File: src/rtl/sfb_pkg.sv
// Shared types for the SPI target byte buffer.
// Assumes: nothing beyond standard SystemVerilog packages.
package sfb_pkg;

    // The three status flags kept together in one register.
    typedef struct packed {
        logic full;
        logic col;
        logic ovf;
    } sfb_flags_t;

    localparam int unsigned SFB_DEF_WIDTH = 8;

endpackage

File: src/rtl/sfb_sync.sv
// Multi-stage synchroniser for a bundle of asynchronous single-bit inputs.
// Assumes: each bit is independent, so no bus coherence is needed.
// RST_VAL gives the idle level of each bit.
module sfb_sync #(
    parameter int unsigned N      = 3,
    parameter int unsigned STAGES = 2,
    parameter logic [N-1:0] RST_VAL = '0
) (
    input  logic         clk,
    input  logic         rst_n,
    input  logic [N-1:0] d,
    output logic [N-1:0] q
);

    for (genvar i = 0; i < N; i++) begin : g_bit
        logic [STAGES-1:0] chain;

        // Shift the raw input through the synchroniser chain.
        always_ff @(posedge clk) begin
            if (!rst_n) begin
                chain <= {STAGES{RST_VAL[i]}};
            end else begin
                chain <= {chain[STAGES-2:0], d[i]};
            end
        end

        assign q[i] = chain[STAGES-1];
    end

endmodule

File: src/rtl/sfb_shifter.sv
// Mode-0 SPI target shift register, MSB first. Data-in is sampled on the
// rising serial clock. The shared shift register moves on the falling clock,
// which also ends each bit. Assumes synchronised inputs and a system clock
// several times faster than the serial clock. A host load must not happen
// in the middle of a byte.
module sfb_shifter #(
    parameter int unsigned W = 8
) (
    input  logic         clk,
    input  logic         rst_n,
    input  logic         en,
    input  logic         sck_s,
    input  logic         mosi_s,
    input  logic         cs_n_s,
    input  logic         load,
    input  logic [W-1:0] load_data,
    output logic         done,
    output logic [W-1:0] rx_word,
    output logic         miso
);

    localparam int unsigned CW = (W > 1) ? $clog2(W) : 1;
    localparam logic [CW-1:0] LAST = CW'(W - 1);

    logic          sck_d;
    logic          smp;
    logic [W-1:0]  sr;
    logic [CW-1:0] cnt;
    logic          active;
    logic          rise;
    logic          fall;

    assign active  = en & ~cs_n_s;
    assign rise    = sck_s & ~sck_d;
    assign fall    = ~sck_s & sck_d;
    assign done    = active & fall & (cnt == LAST);
    assign rx_word = {sr[W-2:0], smp};
    assign miso    = active & sr[W-1];

    // Track the previous serial clock level for edge detection.
    always_ff @(posedge clk) begin
        if (!rst_n) sck_d <= 1'b0;
        else        sck_d <= sck_s;
    end

    // Sample data-in, shift, count bits, or take a host load.
    always_ff @(posedge clk) begin
        if (!rst_n) begin
            sr  <= '0;
            smp <= 1'b0;
            cnt <= '0;
        end else if (load) begin
            sr  <= load_data;
            cnt <= '0;
        end else if (active) begin
            if (rise) smp <= mosi_s;
            if (fall) begin
                sr  <= {sr[W-2:0], smp};
                cnt <= (cnt == LAST) ? '0 : cnt + 1'b1;
            end
        end else begin
            cnt <= '0;
        end
    end

    // a disabled shifter keeps its contents unless the host loads it.
    a_r7_idle_hold: assert property (@(posedge clk) disable iff (!rst_n)
        (!en && !load) |=> $stable(sr));

    // a host load places the outgoing byte in the shift register.
    a_r2_load: assert property (@(posedge clk) disable iff (!rst_n)
        load |=> (sr == $past(load_data)));

    // a deselected shifter begins the next byte from bit zero.
    a_r9_restart: assert property (@(posedge clk) disable iff (!rst_n)
        (cs_n_s && !load) |=> (cnt == '0));

endmodule

File: src/rtl/sfb_flags.sv
// Holding buffer and the three sticky status flags. Assumes rx_done is a
// one-cycle pulse. Clear pulses are applied before new events in the same
// cycle, so an event that coincides with its clear still sets the flag.
module sfb_flags
    import sfb_pkg::*;
#(
    parameter int unsigned W = 8
) (
    input  logic         clk,
    input  logic         rst_n,
    input  logic         rx_done,
    input  logic [W-1:0] rx_word,
    input  logic         host_wr,
    input  logic         host_rd,
    input  logic         clr_col,
    input  logic         clr_ovf,
    output logic [W-1:0] hold,
    output sfb_flags_t   flags,
    output logic         wr_accept
);

    assign wr_accept = host_wr & ~flags.full;

    // Update the buffer and flags from host actions and received bytes.
    always_ff @(posedge clk) begin
        if (!rst_n) begin
            hold  <= '0;
            flags <= '0;
        end else begin
            if (clr_col) flags.col  <= 1'b0;
            if (clr_ovf) flags.ovf  <= 1'b0;
            if (host_rd) flags.full <= 1'b0;
            if (host_wr && flags.full) flags.col <= 1'b1;
            if (rx_done) begin
                if (flags.full) begin
                    flags.ovf <= 1'b1;
                end else begin
                    hold       <= rx_word;
                    flags.full <= 1'b1;
                end
            end
        end
    end

    // a byte arriving into an empty buffer is stored and marked full.
    a_r1_store: assert property (@(posedge clk) disable iff (!rst_n)
        (rx_done && !flags.full && !host_rd) |=> (flags.full && hold == $past(rx_word)));

    // an overflowing byte is discarded and the overflow flag set.
    a_r4_no_overwrite: assert property (@(posedge clk) disable iff (!rst_n)
        (rx_done && flags.full) |=> ($stable(hold) && flags.ovf));

    // a write into a full buffer raises the collision flag.
    a_r5_collide: assert property (@(posedge clk) disable iff (!rst_n)
        (host_wr && flags.full) |=> flags.col);

    // collision and overflow flags persist until their own clear.
    a_r6_col_sticky: assert property (@(posedge clk) disable iff (!rst_n)
        (flags.col && !clr_col) |=> flags.col);
    a_r6_ovf_sticky: assert property (@(posedge clk) disable iff (!rst_n)
        (flags.ovf && !clr_ovf) |=> flags.ovf);

endmodule

File: src/rtl/spi_tgt_flagbuf.sv
// SPI target byte buffer top: synchroniser, mode-0 shifter, holding buffer
// with sticky flags, and the enable bit. Assumes the system clock is at least
// six times the serial clock. The enable bit gates only the shifter; flags
// and buffer keep their values across enable changes.
module spi_tgt_flagbuf
    import sfb_pkg::*;
#(
    parameter int unsigned W           = SFB_DEF_WIDTH,
    parameter int unsigned SYNC_STAGES = 2
) (
    input  logic         clk,
    input  logic         rst_n,
    input  logic         spi_sck,
    input  logic         spi_mosi,
    input  logic         spi_cs_n,
    output logic         spi_miso,
    input  logic         host_wr,
    input  logic [W-1:0] host_wdata,
    input  logic         host_rd,
    output logic [W-1:0] host_rdata,
    input  logic         host_clr_col,
    input  logic         host_clr_ovf,
    input  logic         host_en_we,
    input  logic         host_en_wdata,
    output logic         en_q,
    output logic         flag_full,
    output logic         flag_col,
    output logic         flag_ovf
);

    logic         sck_s;
    logic         mosi_s;
    logic         cs_n_s;
    logic         rx_done;
    logic [W-1:0] rx_word;
    logic         wr_accept;
    sfb_flags_t   flags;

    sfb_sync #(
        .N      (3),
        .STAGES (SYNC_STAGES),
        .RST_VAL(3'b100)
    ) u_sync (
        .clk  (clk),
        .rst_n(rst_n),
        .d    ({spi_cs_n, spi_mosi, spi_sck}),
        .q    ({cs_n_s, mosi_s, sck_s})
    );

    // Hold the module-enable bit written by the host.
    always_ff @(posedge clk) begin
        if (!rst_n)          en_q <= 1'b0;
        else if (host_en_we) en_q <= host_en_wdata;
    end

    sfb_shifter #(.W(W)) u_shift (
        .clk      (clk),
        .rst_n    (rst_n),
        .en       (en_q),
        .sck_s    (sck_s),
        .mosi_s   (mosi_s),
        .cs_n_s   (cs_n_s),
        .load     (wr_accept),
        .load_data(host_wdata),
        .done     (rx_done),
        .rx_word  (rx_word),
        .miso     (spi_miso)
    );

    sfb_flags #(.W(W)) u_flags (
        .clk      (clk),
        .rst_n    (rst_n),
        .rx_done  (rx_done),
        .rx_word  (rx_word),
        .host_wr  (host_wr),
        .host_rd  (host_rd),
        .clr_col  (host_clr_col),
        .clr_ovf  (host_clr_ovf),
        .hold     (host_rdata),
        .flags    (flags),
        .wr_accept(wr_accept)
    );

    assign flag_full = flags.full;
    assign flag_col  = flags.col;
    assign flag_ovf  = flags.ovf;

    // an enable write alone leaves every flag unchanged.
    a_r8_flags_kept: assert property (@(posedge clk) disable iff (!rst_n)
        (host_en_we && !host_wr && !host_rd && !host_clr_col && !host_clr_ovf && !rx_done)
        |=> $stable(flags));

    // a disabled block drives data-out low.
    a_r7_miso_low: assert property (@(posedge clk) disable iff (!rst_n)
        !en_q |-> !spi_miso);

endmodule

File: config.mk
export PLATFORM = sky130hd
export DESIGN_NAME = spi_tgt_flagbuf
export DESIGN_NICKNAME = d
export VERILOG_FILES = /design/src/rtl/sfb_pkg.sv /design/src/rtl/sfb_sync.sv /design/src/rtl/sfb_shifter.sv /design/src/rtl/sfb_flags.sv /design/src/rtl/spi_tgt_flagbuf.sv
export SDC_FILE = /design/constraint.sdc
export NUM_CORES = 1
export LEC_CHECK = 0
export BUFFER_PORTS_ARGS = -buffer_cell sky130_fd_sc_hd__buf_2
export CORE_MARGIN = 10
export CORE_UTILIZATION = 25
export CTS_CLUSTER_SIZE = 24
export DETAILED_ROUTE_END_ITERATION = 10
export PLACE_DENSITY_LB_ADDON = 0.25
export SLEW_MARGIN = 10
export SYNTH_ARGS = -nofsm -noshare
export SYNTH_HDL_FRONTEND = slang
export SYNTH_SLANG_ARGS = --single-unit
export TNS_END_PERCENT = 1
File: constraint.sdc
create_clock -name clk -period 1.26 [get_ports clk]
set_input_delay 0.378 -clock clk [delete_from_list [all_inputs] [get_ports clk]]
set_output_delay 0.378 -clock clk [all_outputs]
set_load 0.1 [all_outputs]
==> impl_metrics.toml, run 1 <==
[status]
status = "finished with violations"
violations = "negative setup slack"

[placed_design]
place_ws_ns = -0.138
dp_hpwl_um = 2330
dpl_cell_area_um2 = 1760
place.gp.congestion = 0.761
place.port_buffers = 31

[die]
die-area_um2 = 8200
core_area_um2 = 4790
initial_utilization_pct = 26.0
fp.dieW_um = 90.5
ios = 32
fp-row-count = 25
die_height_um = 90.5

[layout]
design_area_um2 = 1890
layout.nets = 197
areaGrowthSynthToFinish_pct = 51.6
drive_above_1_share_pct = 37.9
antenna_cells = 0
n_fill_cell = 477

[drt]
avgRoutedWirePerCell_um = 12.6
vias_per_cell = 4.21
wl_um = 3070
vias = 1028
drt_iter0_drc = 41
drcViolationCount = 0
drtAntennaViolNets = 0
drt_pass1_iterations = 4

[clock_network]
cts_hold_buf = 0
clk-insertion-delay-late_ns = 0.28
cts_setup_buffers = 0
root_buffer = "clkbuf_8"
clockBufferDepth = 2
htree_levels = 2
clkTransAtPathRegs_ns = 0.07
cts_made_buffers = 5
tritoncts = "built"
clock-sinks = 31

[yosys]
yosys_warnings = 0
synthMuxAreaShare_pct = 10.5
synth.avg_cell_area_um2 = 9.28
synth_fp_nets = 155
synth_area_um2 = 1240
seq_area_frac_synth_pct = 49.9
synth_compound_area_share_pct = 9.15
synthSimpleGateAreaFrac_pct = 23.8
synth-async-reset-ratio_pct = 0
synth_edf_count = 0
synth_flop_cell = "dfxtp_1"
ys_ff_latch = 31
synthCells = 134
synth_xor_area_share_pct = 0
synth_fa_ha_area_share_pct = 2.01
yosysUniqueCellTypes = 25
synth_top_family_by_area = "simple AND/OR/NAND/NOR gates"

[setup_path]
startpoint_type = "flop"
crit_required_ns = 0.88
path_class = "flop to output port"
crit_arrival_ns = 1.14
r2r_slack_ns = -0.09
reg2reg_to = "u_flags.hold[0]"
end_kind = "output port"
worst-r2r-cell-count = 5
path_max_fanout = 2
worstReg2RegStart = "u_shift.cnt[0]"

[global_routing]
first_global_vias = 1105
grt_usage_pct = 7.84
grt.overflow.total = 0
antenna_found_initial = 0
grt_pass1_wl_um = 5200
grt_max_degree = 29

[min_path]
hold_depth = 2
hold_start = "spi_cs_n"
hold_end = "u_sync.g_bit[2].chain[0]"
hold_path_class = "primary input to flop"

[sta]
setup_viol = 11
drv_slew = 0
worst_pin_slew_ns = 0.214
worst_slack_ns = -0.256
max_slew_margin_pct = 85.7
finalSetupTns_ns = -0.883
fmax_mhz = 660
hold_viol_final = 0
fin_crit_sh_pct = 120
rsz0062_at_grt = "true"
fin_crit_ns = 1.52
fin_skew_ns = 0.00664

[power]
p_leak_uw = 0.000736
ir_drop_mv = 0.659
power_density_nw_per_um2 = 1040
power_uw = 1970

[job]
cap_violations = 0
## cells in the final DEF (no fill, tap or decap), types with 2 or more instances in the layout
cell / Yosys / final
buf_2: 4 / 18
dfxtp_2: 0 / 8
mux2i_1: 13 / 13
buf_4: 0 / 8
o21ai_0: 7 / 7
nor2b_1: 5 / 4
buf_12: 0 / 15
nand2b_1: 4 / 4
clkbuf_8: 0 / 6
a31oi_1: 8 / 8
nor2_1: 4 / 4
buf_6: 2 / 3
dfxtp_4: 0 / 2
dfxtp_1: 31 / 21
nand2_1: 34 / 34
and2_1: 5 / 4
## report_power, final
| part | internal [µW] | leakage (µW) | total [µW] | switching [µW] |
|---|---|---|---|---|
| registers | 1010 | 0.000258 | 1030 | 20.3 |
| clock network | 440 | 0.0000482 | 791 | 351 |
| logic | 75.3 | 0.000429 | 148 | 72.5 |
## Yosys cell counts (2+ instances only)
cell,instances,area share [%]
nor2_1,4,1.2
mux2i_1,13,10
clkbuf_1,3,0.91
a31oi_1,8,4.0
o21ai_0,7,2.8
ha_1,2,2.0
buf_6,2,1.8
nand2b_1,4,2.0
and2_1,5,2.5
buf_2,4,1.6
nor2b_1,5,2.5
nand2_1,34,10
dfxtp_1,31,50
## critical path: stages, from the launching register on
cell     delay, ns
dfxtp_2       0.33
buf_6         0.11
nor2b_4       0.10
and2_4        0.15
buf_12        0.16
## layer usage
layer	global-route usage (%)	vias to the layer above	wire (µm)	share of wire, %
met4	3.58	0	58	1.9
met5	0	-	0	0
met3	3.24	7	138	4.5
met1	8.50	469	1320	43
li1	-	530	-	-
met2	13.0	22	1550	51
## cells by family (layout without fill, tap and decap cells)
family | after synthesis | after routing
and+or+nand+nor | 59 | 59
adders and majority gates | 2 | 2
DFF | 31 | 31
buffers and inverters | 10 | 53
AOI/OAI and AO/OA | 19 | 19
muxes | 13 | 13
## metrics by stage
stage | util (%) | std cells | hold WS (ns)
finish | 39.4 | 244 | 0.272
global route | 39.4 | 244 | 0.261
CTS | 39.2 | 244 | 0.261
detailed placement | 36.8 | 236 | 0.391
global placement | 36.8 | 236 | 0.395
floorplan | - | 134 | 0.386
## worst max path at each step
stage,from,end,depth (start not counted)
after CTS,u_sync.g_bit[2].chain[1],spi_miso,4
after floorplan,en_q,spi_miso,2
after detailed placement,u_shift.cnt[0],u_flags.hold[4],5
after global routing,u_sync.g_bit[2].chain[1],spi_miso,4
after global placement,u_shift.cnt[0],u_flags.hold[7],5
final,u_sync.g_bit[2].chain[1],spi_miso,4
## layout make-up
cell class	count	area [µm²]	area share [%]
clock buffer	7	86.3	4.58
timing repair buffer	44	484	25.7
tap	67	83.8	4.45
multi-input combinational	93	584	31.0
inverter	1	3.75	0.199
sequential	31	638	33.8
clock inverter	1	5.00	0.265
## flip-flops by register name, summed over array words and instances (netlist names)
signal              count
u_shift.smp             1
u_shift.sck_d           1
u_shift.sr              8
u_shift.cnt             3
en_q                    1
u_flags.flags           3
u_flags.hold            8
u_sync.g_bit.chain      6
## timing repair
item                                    CTS  global route
pin swaps                                 0             1
resized for setup                         7             7
endpoints found under the setup margin   12            20
cloned                                    0             0
No activity file was read; power rests on OpenSTA's default activity.
==> run 2: changes to the inputs <==
--- a/config.mk
+++ b/config.mk
@@ -6,8 +6,10 @@
 export NUM_CORES = 1
 export LEC_CHECK = 0
 export BUFFER_PORTS_ARGS = -buffer_cell sky130_fd_sc_hd__buf_2
+export CELL_PAD_IN_SITES_DETAIL_PLACEMENT = 1
+export CELL_PAD_IN_SITES_GLOBAL_PLACEMENT = 1
 export CORE_MARGIN = 10
-export CORE_UTILIZATION = 25
+export CORE_UTILIZATION = 34
 export CTS_CLUSTER_SIZE = 24
 export DETAILED_ROUTE_END_ITERATION = 10
 export PLACE_DENSITY_LB_ADDON = 0.25
==> impl_metrics.toml, run 2 (synthesis gave the netlist of run 1 again) <==
[layout]
final_cells = 223
layout.nets = 197
areaGrowthSynthToFinish_pct = 49.2
reg.largest.list = "u_flags.hold: 8 flops, u_shift.sr: 8 flops, u_sync.g_bit.chain: 6 flops"
final_common_cell = "nand2_1"
antenna_cells = 0
drive_above_1_share_pct = 40.1
layout_common_cells = "nand2_1 (34), dfxtp_1 (19), buf_2 (18), buf_12 (14), mux2i_1 (13)"

[setup_path]
path_class = "flop to output port"
r2r_slack_ns = -0.11
crit_arrival_ns = 1.14
critPathLaunch = "u_sync.g_bit[2].chain[1]"
crit_required_ns = 0.88
worst-r2r-cell-count = 5
end_kind = "output port"
reg2reg_to = "u_flags.hold[0]"
endpoint = "spi_miso"
startpoint_type = "flop"
worstReg2RegStart = "u_shift.cnt[1]"
path_max_fanout = 2

[placed_design]
place.gp.congestion = 0.779
dp_hpwl_um = 2440
dp.cells = 215
place.port_buffers = 31

[global_routing]
grt_max_degree = 20
grt_pass1_wl_um = 5780
grt_usage_pct = 11.4
antenna_found_initial = 0
use_met2_pct = 18.6
met1_usage_pct = 12.7
grt.overflow.total = 0
first_global_vias = 1200
top_usage_layer = "met2"
met3_usage_pct = 4.90

[sta]
timing.hold.ws_ns = 0.291
fin_crit_ns = 1.51
drv_slew = 0
rsz0062_at_grt = "true"
fin_crit_sh_pct = 120
setup_viol = 10
worst_pin_slew_ns = 0.190
max_slew_margin_pct = 86.9
fmax_mhz = 661
fin_skew_ns = 0.00521
hold_viol_final = 0
worst_slack_ns = -0.254

[die]
fp.dieW_um = 80.5
initial_utilization_pct = 36.1
core_area_um2 = 3440
die_height_um = 80.5
ios = 32
fp-row-count = 21
die-area_um2 = 6480

[power]
power_density_nw_per_um2 = 1100
ir_drop_mv = 0.757
p_leak_uw = 0.000734

[status]
status = "finished with violations"
violations = "negative setup slack"

[drt]
wl_um = 3420
drt_iter0_drc = 51
drt_pass1_iterations = 4
drcViolationCount = 0
vias_per_cell = 4.81
avgRoutedWirePerCell_um = 15.3
vias = 1073
drtAntennaViolNets = 0

[clock_network]
cts_hold_buf = 0
clockBufferDepth = 2
htree_levels = 2
cts_made_buffers = 5
root_buffer = "clkbuf_8"
clock-sinks = 31
clkTransAtPathRegs_ns = 0.06
clk-insertion-delay-late_ns = 0.28
tritoncts = "built"

[min_path]
hold_path_class = "primary input to flop"

[job]
cap_violations = 0
-- run 2: cell count changes in the layout (fill, tap and decap cells not counted), moves of 2 or more --
cell / before / now
buf_4: 8 / 11
buf_6: 3 / 1
dfxtp_2: 8 / 10
dfxtp_1: 21 / 19
-- run 2: worst min-delay path by stage --
| stage | start | end | depth (start not counted) |
|---|---|---|---|
| CTS | spi_cs_n | u_sync.g_bit[2].chain[0] | 2 |
| finish | spi_cs_n | u_sync.g_bit[2].chain[0] | 2 |
| global route | spi_cs_n | u_sync.g_bit[2].chain[0] | 2 |
| detailed placement | u_sync.g_bit[2].chain[0] | u_sync.g_bit[2].chain[1] | 1 |
| global placement | u_sync.g_bit[2].chain[0] | u_sync.g_bit[2].chain[1] | 1 |
| floorplan | u_sync.g_bit[2].chain[0] | u_sync.g_bit[2].chain[1] | 1 |
-- run 2: metal layers --
layer	routed length, µm	up-vias	share of wire [%]
met2	1660	25	48
met5	0	-	0
met3	200	7	5.9
met1	1510	512	44
met4	51	0	1.5
li1	-	529	-
-- run 2: power by group --
part           switching, µW  internal [µW]
Combinational           78.4           74.1
Clock                    359            498
Sequential              20.1           1010
Total                    458           1580
-- run 2: cell type report --
type | count | area [µm²]
multi-input combinational | 93 | 589
timing repair buffer | 44 | 464
clock buffer | 8 | 100
fill | 399 | 1590
sequential | 31 | 641
tap | 46 | 57.6
inverter | 1 | 3.75
-- run 2: critical path: stages, from the launching register on --
cell	delay (ns)
dfxtp_2	0.33
buf_6	0.11
nor2b_4	0.10
and2_4	0.15
buf_12	0.16
-- run 2: through the flow --
stage | utilization, % | total power, µW | TNS, ns | worst slack (ns) | instance area (µm²)
after floorplan | - | 1130 | -3.49 | -0.187 | 1260
after global placement | 50.1 | 1190 | -0.130 | -0.0178 | 1720
after detailed placement | 50.1 | 1200 | -0.832 | -0.120 | 1720
after CTS | 53.4 | 2050 | -1.20 | -0.257 | 1840
after global routing | 53.9 | 2130 | -1.91 | -0.307 | 1860
final | 53.9 | 2040 | -0.854 | -0.254 | 1860
-- run 2: what timing repair did --
item                                    CTS  global route
hold endpoints to repair                  0             0
buffers inserted                          0             0
pin swaps                                 0             1
endpoints found under the setup margin   12            26
resized for setup                         5            12
==> run 3: changes to the inputs <==
--- a/config.mk
+++ b/config.mk
@@ -9,7 +9,8 @@
 export CELL_PAD_IN_SITES_DETAIL_PLACEMENT = 1
 export CELL_PAD_IN_SITES_GLOBAL_PLACEMENT = 1
 export CORE_MARGIN = 10
-export CORE_UTILIZATION = 34
+export CORE_UTILIZATION = 43
+export CTS_BUF_LIST = sky130_fd_sc_hd__clkbuf_8
 export CTS_CLUSTER_SIZE = 24
 export DETAILED_ROUTE_END_ITERATION = 10
 export PLACE_DENSITY_LB_ADDON = 0.25
==> constraint.sdc (replaced) <==
create_clock -name clk -period 1.9 [get_ports clk]
set_input_delay 0.57 -clock clk [delete_from_list [all_inputs] [get_ports clk]]
set_output_delay 0.57 -clock clk [all_outputs]
set_load 0.1 [all_outputs]
==> impl_metrics.toml, run 3 (synthesis gave the netlist of run 1 again) <==
[status]
status = "completed"

[die]
die_height_um = 73.8
initial_utilization_pct = 45.1
die-area_um2 = 5440
core_area_um2 = 2760
fp-row-count = 19
fp.dieW_um = 73.8
ios = 32

[setup_path]
path_class = "flop to output port"
crit_arrival_ns = 1.18
cp_slowest_cell = "dfxtp_2"
crit_chain = "nor2b_1 -> and2_4 -> buf_12"
crit_required_ns = 1.33
path_max_fanout = 5
end_kind = "output port"
startpoint_type = "flop"
max_stage_delay_ns = 0.35

[layout]
drive_above_1_share_pct = 26.9
final_cells = 198
areaGrowthSynthToFinish_pct = 21.1
reg.largest.list = "u_flags.hold: 8 flops, u_shift.sr: 8 flops, u_sync.g_bit.chain: 6 flops"
layout.nets = 187
final_common_cell = "nand2_1"
antenna_cells = 0
n_fill_cell = 335
layout_common_cells = "nand2_1 (34), buf_2 (30), dfxtp_1 (30), mux2i_1 (13), a31oi_1 (8)"
design_area_um2 = 1510

[clock_network]
cts_setup_buffers = 0
htree_levels = 2
cts_resized = 0
clockBufferDepth = 2
cts_made_buffers = 5
clock-sinks = 31
cts_hold_buf = 0
clkTransAtPathRegs_ns = 0.06
tritoncts = "built"
clk-insertion-delay-late_ns = 0.27
root_buffer = "clkbuf_8"

[global_routing]
grt_pass1_wl_um = 4860
grt_max_degree = 38
grt_usage_pct = 11.1
grt.overflow.total = 0
first_global_vias = 1115
antenna_found_initial = 0

[placed_design]
dp.cells = 190
dp_hpwl_um = 2200
place.gp.congestion = 0.714
place_ws_ns = 0.369
place.port_buffers = 31
dpl_cell_area_um2 = 1430

[sta]
fin_crit_ns = 1.75
drv_slew = 0
finalSetupTns_ns = 0
worst_slack_ns = 0.153
fin_skew_ns = 0.00310
fmax_mhz = 572
rsz0062_at_grt = "false"
setup_viol = 0
worst_pin_slew_ns = 0.546
hold_viol_final = 0
max_slew_margin_pct = 63.6
fin_crit_sh_pct = 91.9

[drt]
vias = 1004
drcViolationCount = 0
drt_iter0_drc = 49
drtAntennaViolNets = 0
drt_pass1_iterations = 3
avgRoutedWirePerCell_um = 14.5
wl_um = 2860
vias_per_cell = 5.07

[power]
power_uw = 1230
ir_drop_mv = 0.615
p_leak_uw = 0.000639
power_density_nw_per_um2 = 818

[job]
cap_violations = 0

[min_path]
hold_path_class = "flop to flop"
run 3: path summary, 6_finish.rpt:
kind	start	to	slack (ns)	cells after the start
worst max-delay path	en_q	spi_miso	0.15	3
worst min-delay path	u_sync.g_bit[2].chain[0]	u_sync.g_bit[2].chain[1]	0.41	1
worst min register to register	u_sync.g_bit[2].chain[0]	u_sync.g_bit[2].chain[1]	0.41	1
worst max register to register	u_shift.cnt[0]	u_flags.hold[2]	0.49	5
run 3: layout make-up:
cell class              instances  area [µm²]  share of cell area (%)
clock inverters                 3        12.5                   0.831
repair buffers                 34         193                    12.8
inverters                       1        3.75                   0.249
multi-input cells              93         568                    37.7
well taps                      31        38.8                    2.57
flip-flops and latches         31         622                    41.3
clock buffers                   5        68.8                    4.57
run 3: layer usage:
metal,share of wire (%),wire [µm],vias to the layer above,global-route usage (%)
met2,51,1460,23,19.8
met5,0,0,-,0
met3,5.5,158,5,3.90
li1,-,-,510,-
met4,1.2,34,0,3.73
met1,42,1210,466,11.8
run 3: where the power goes:
| part | internal (µW) | switching, µW |
|---|---|---|
| Clock | 246 | 223 |
| Sequential | 670 | 13.1 |
| Combinational | 34.4 | 45.0 |
run 3: worst max-delay path, delay by kind of cell, from the launching register on:
kind,cells,cell delay [ns]
and+or+nand+nor,2,0.40
buffers and inverters,1,0.16
DFF,1,0.35
run 3: per-stage QoR:
step | hold slack (ns) | util (%)
6_report | 0.407 | 54.6
3_5_place_dp | 0.394 | 51.7
3_3_place_gp | 0.390 | 51.7
4_1_cts | 0.409 | 54.6
2_1_floorplan | 0.386 | -
5_1_grt | 0.444 | 54.6
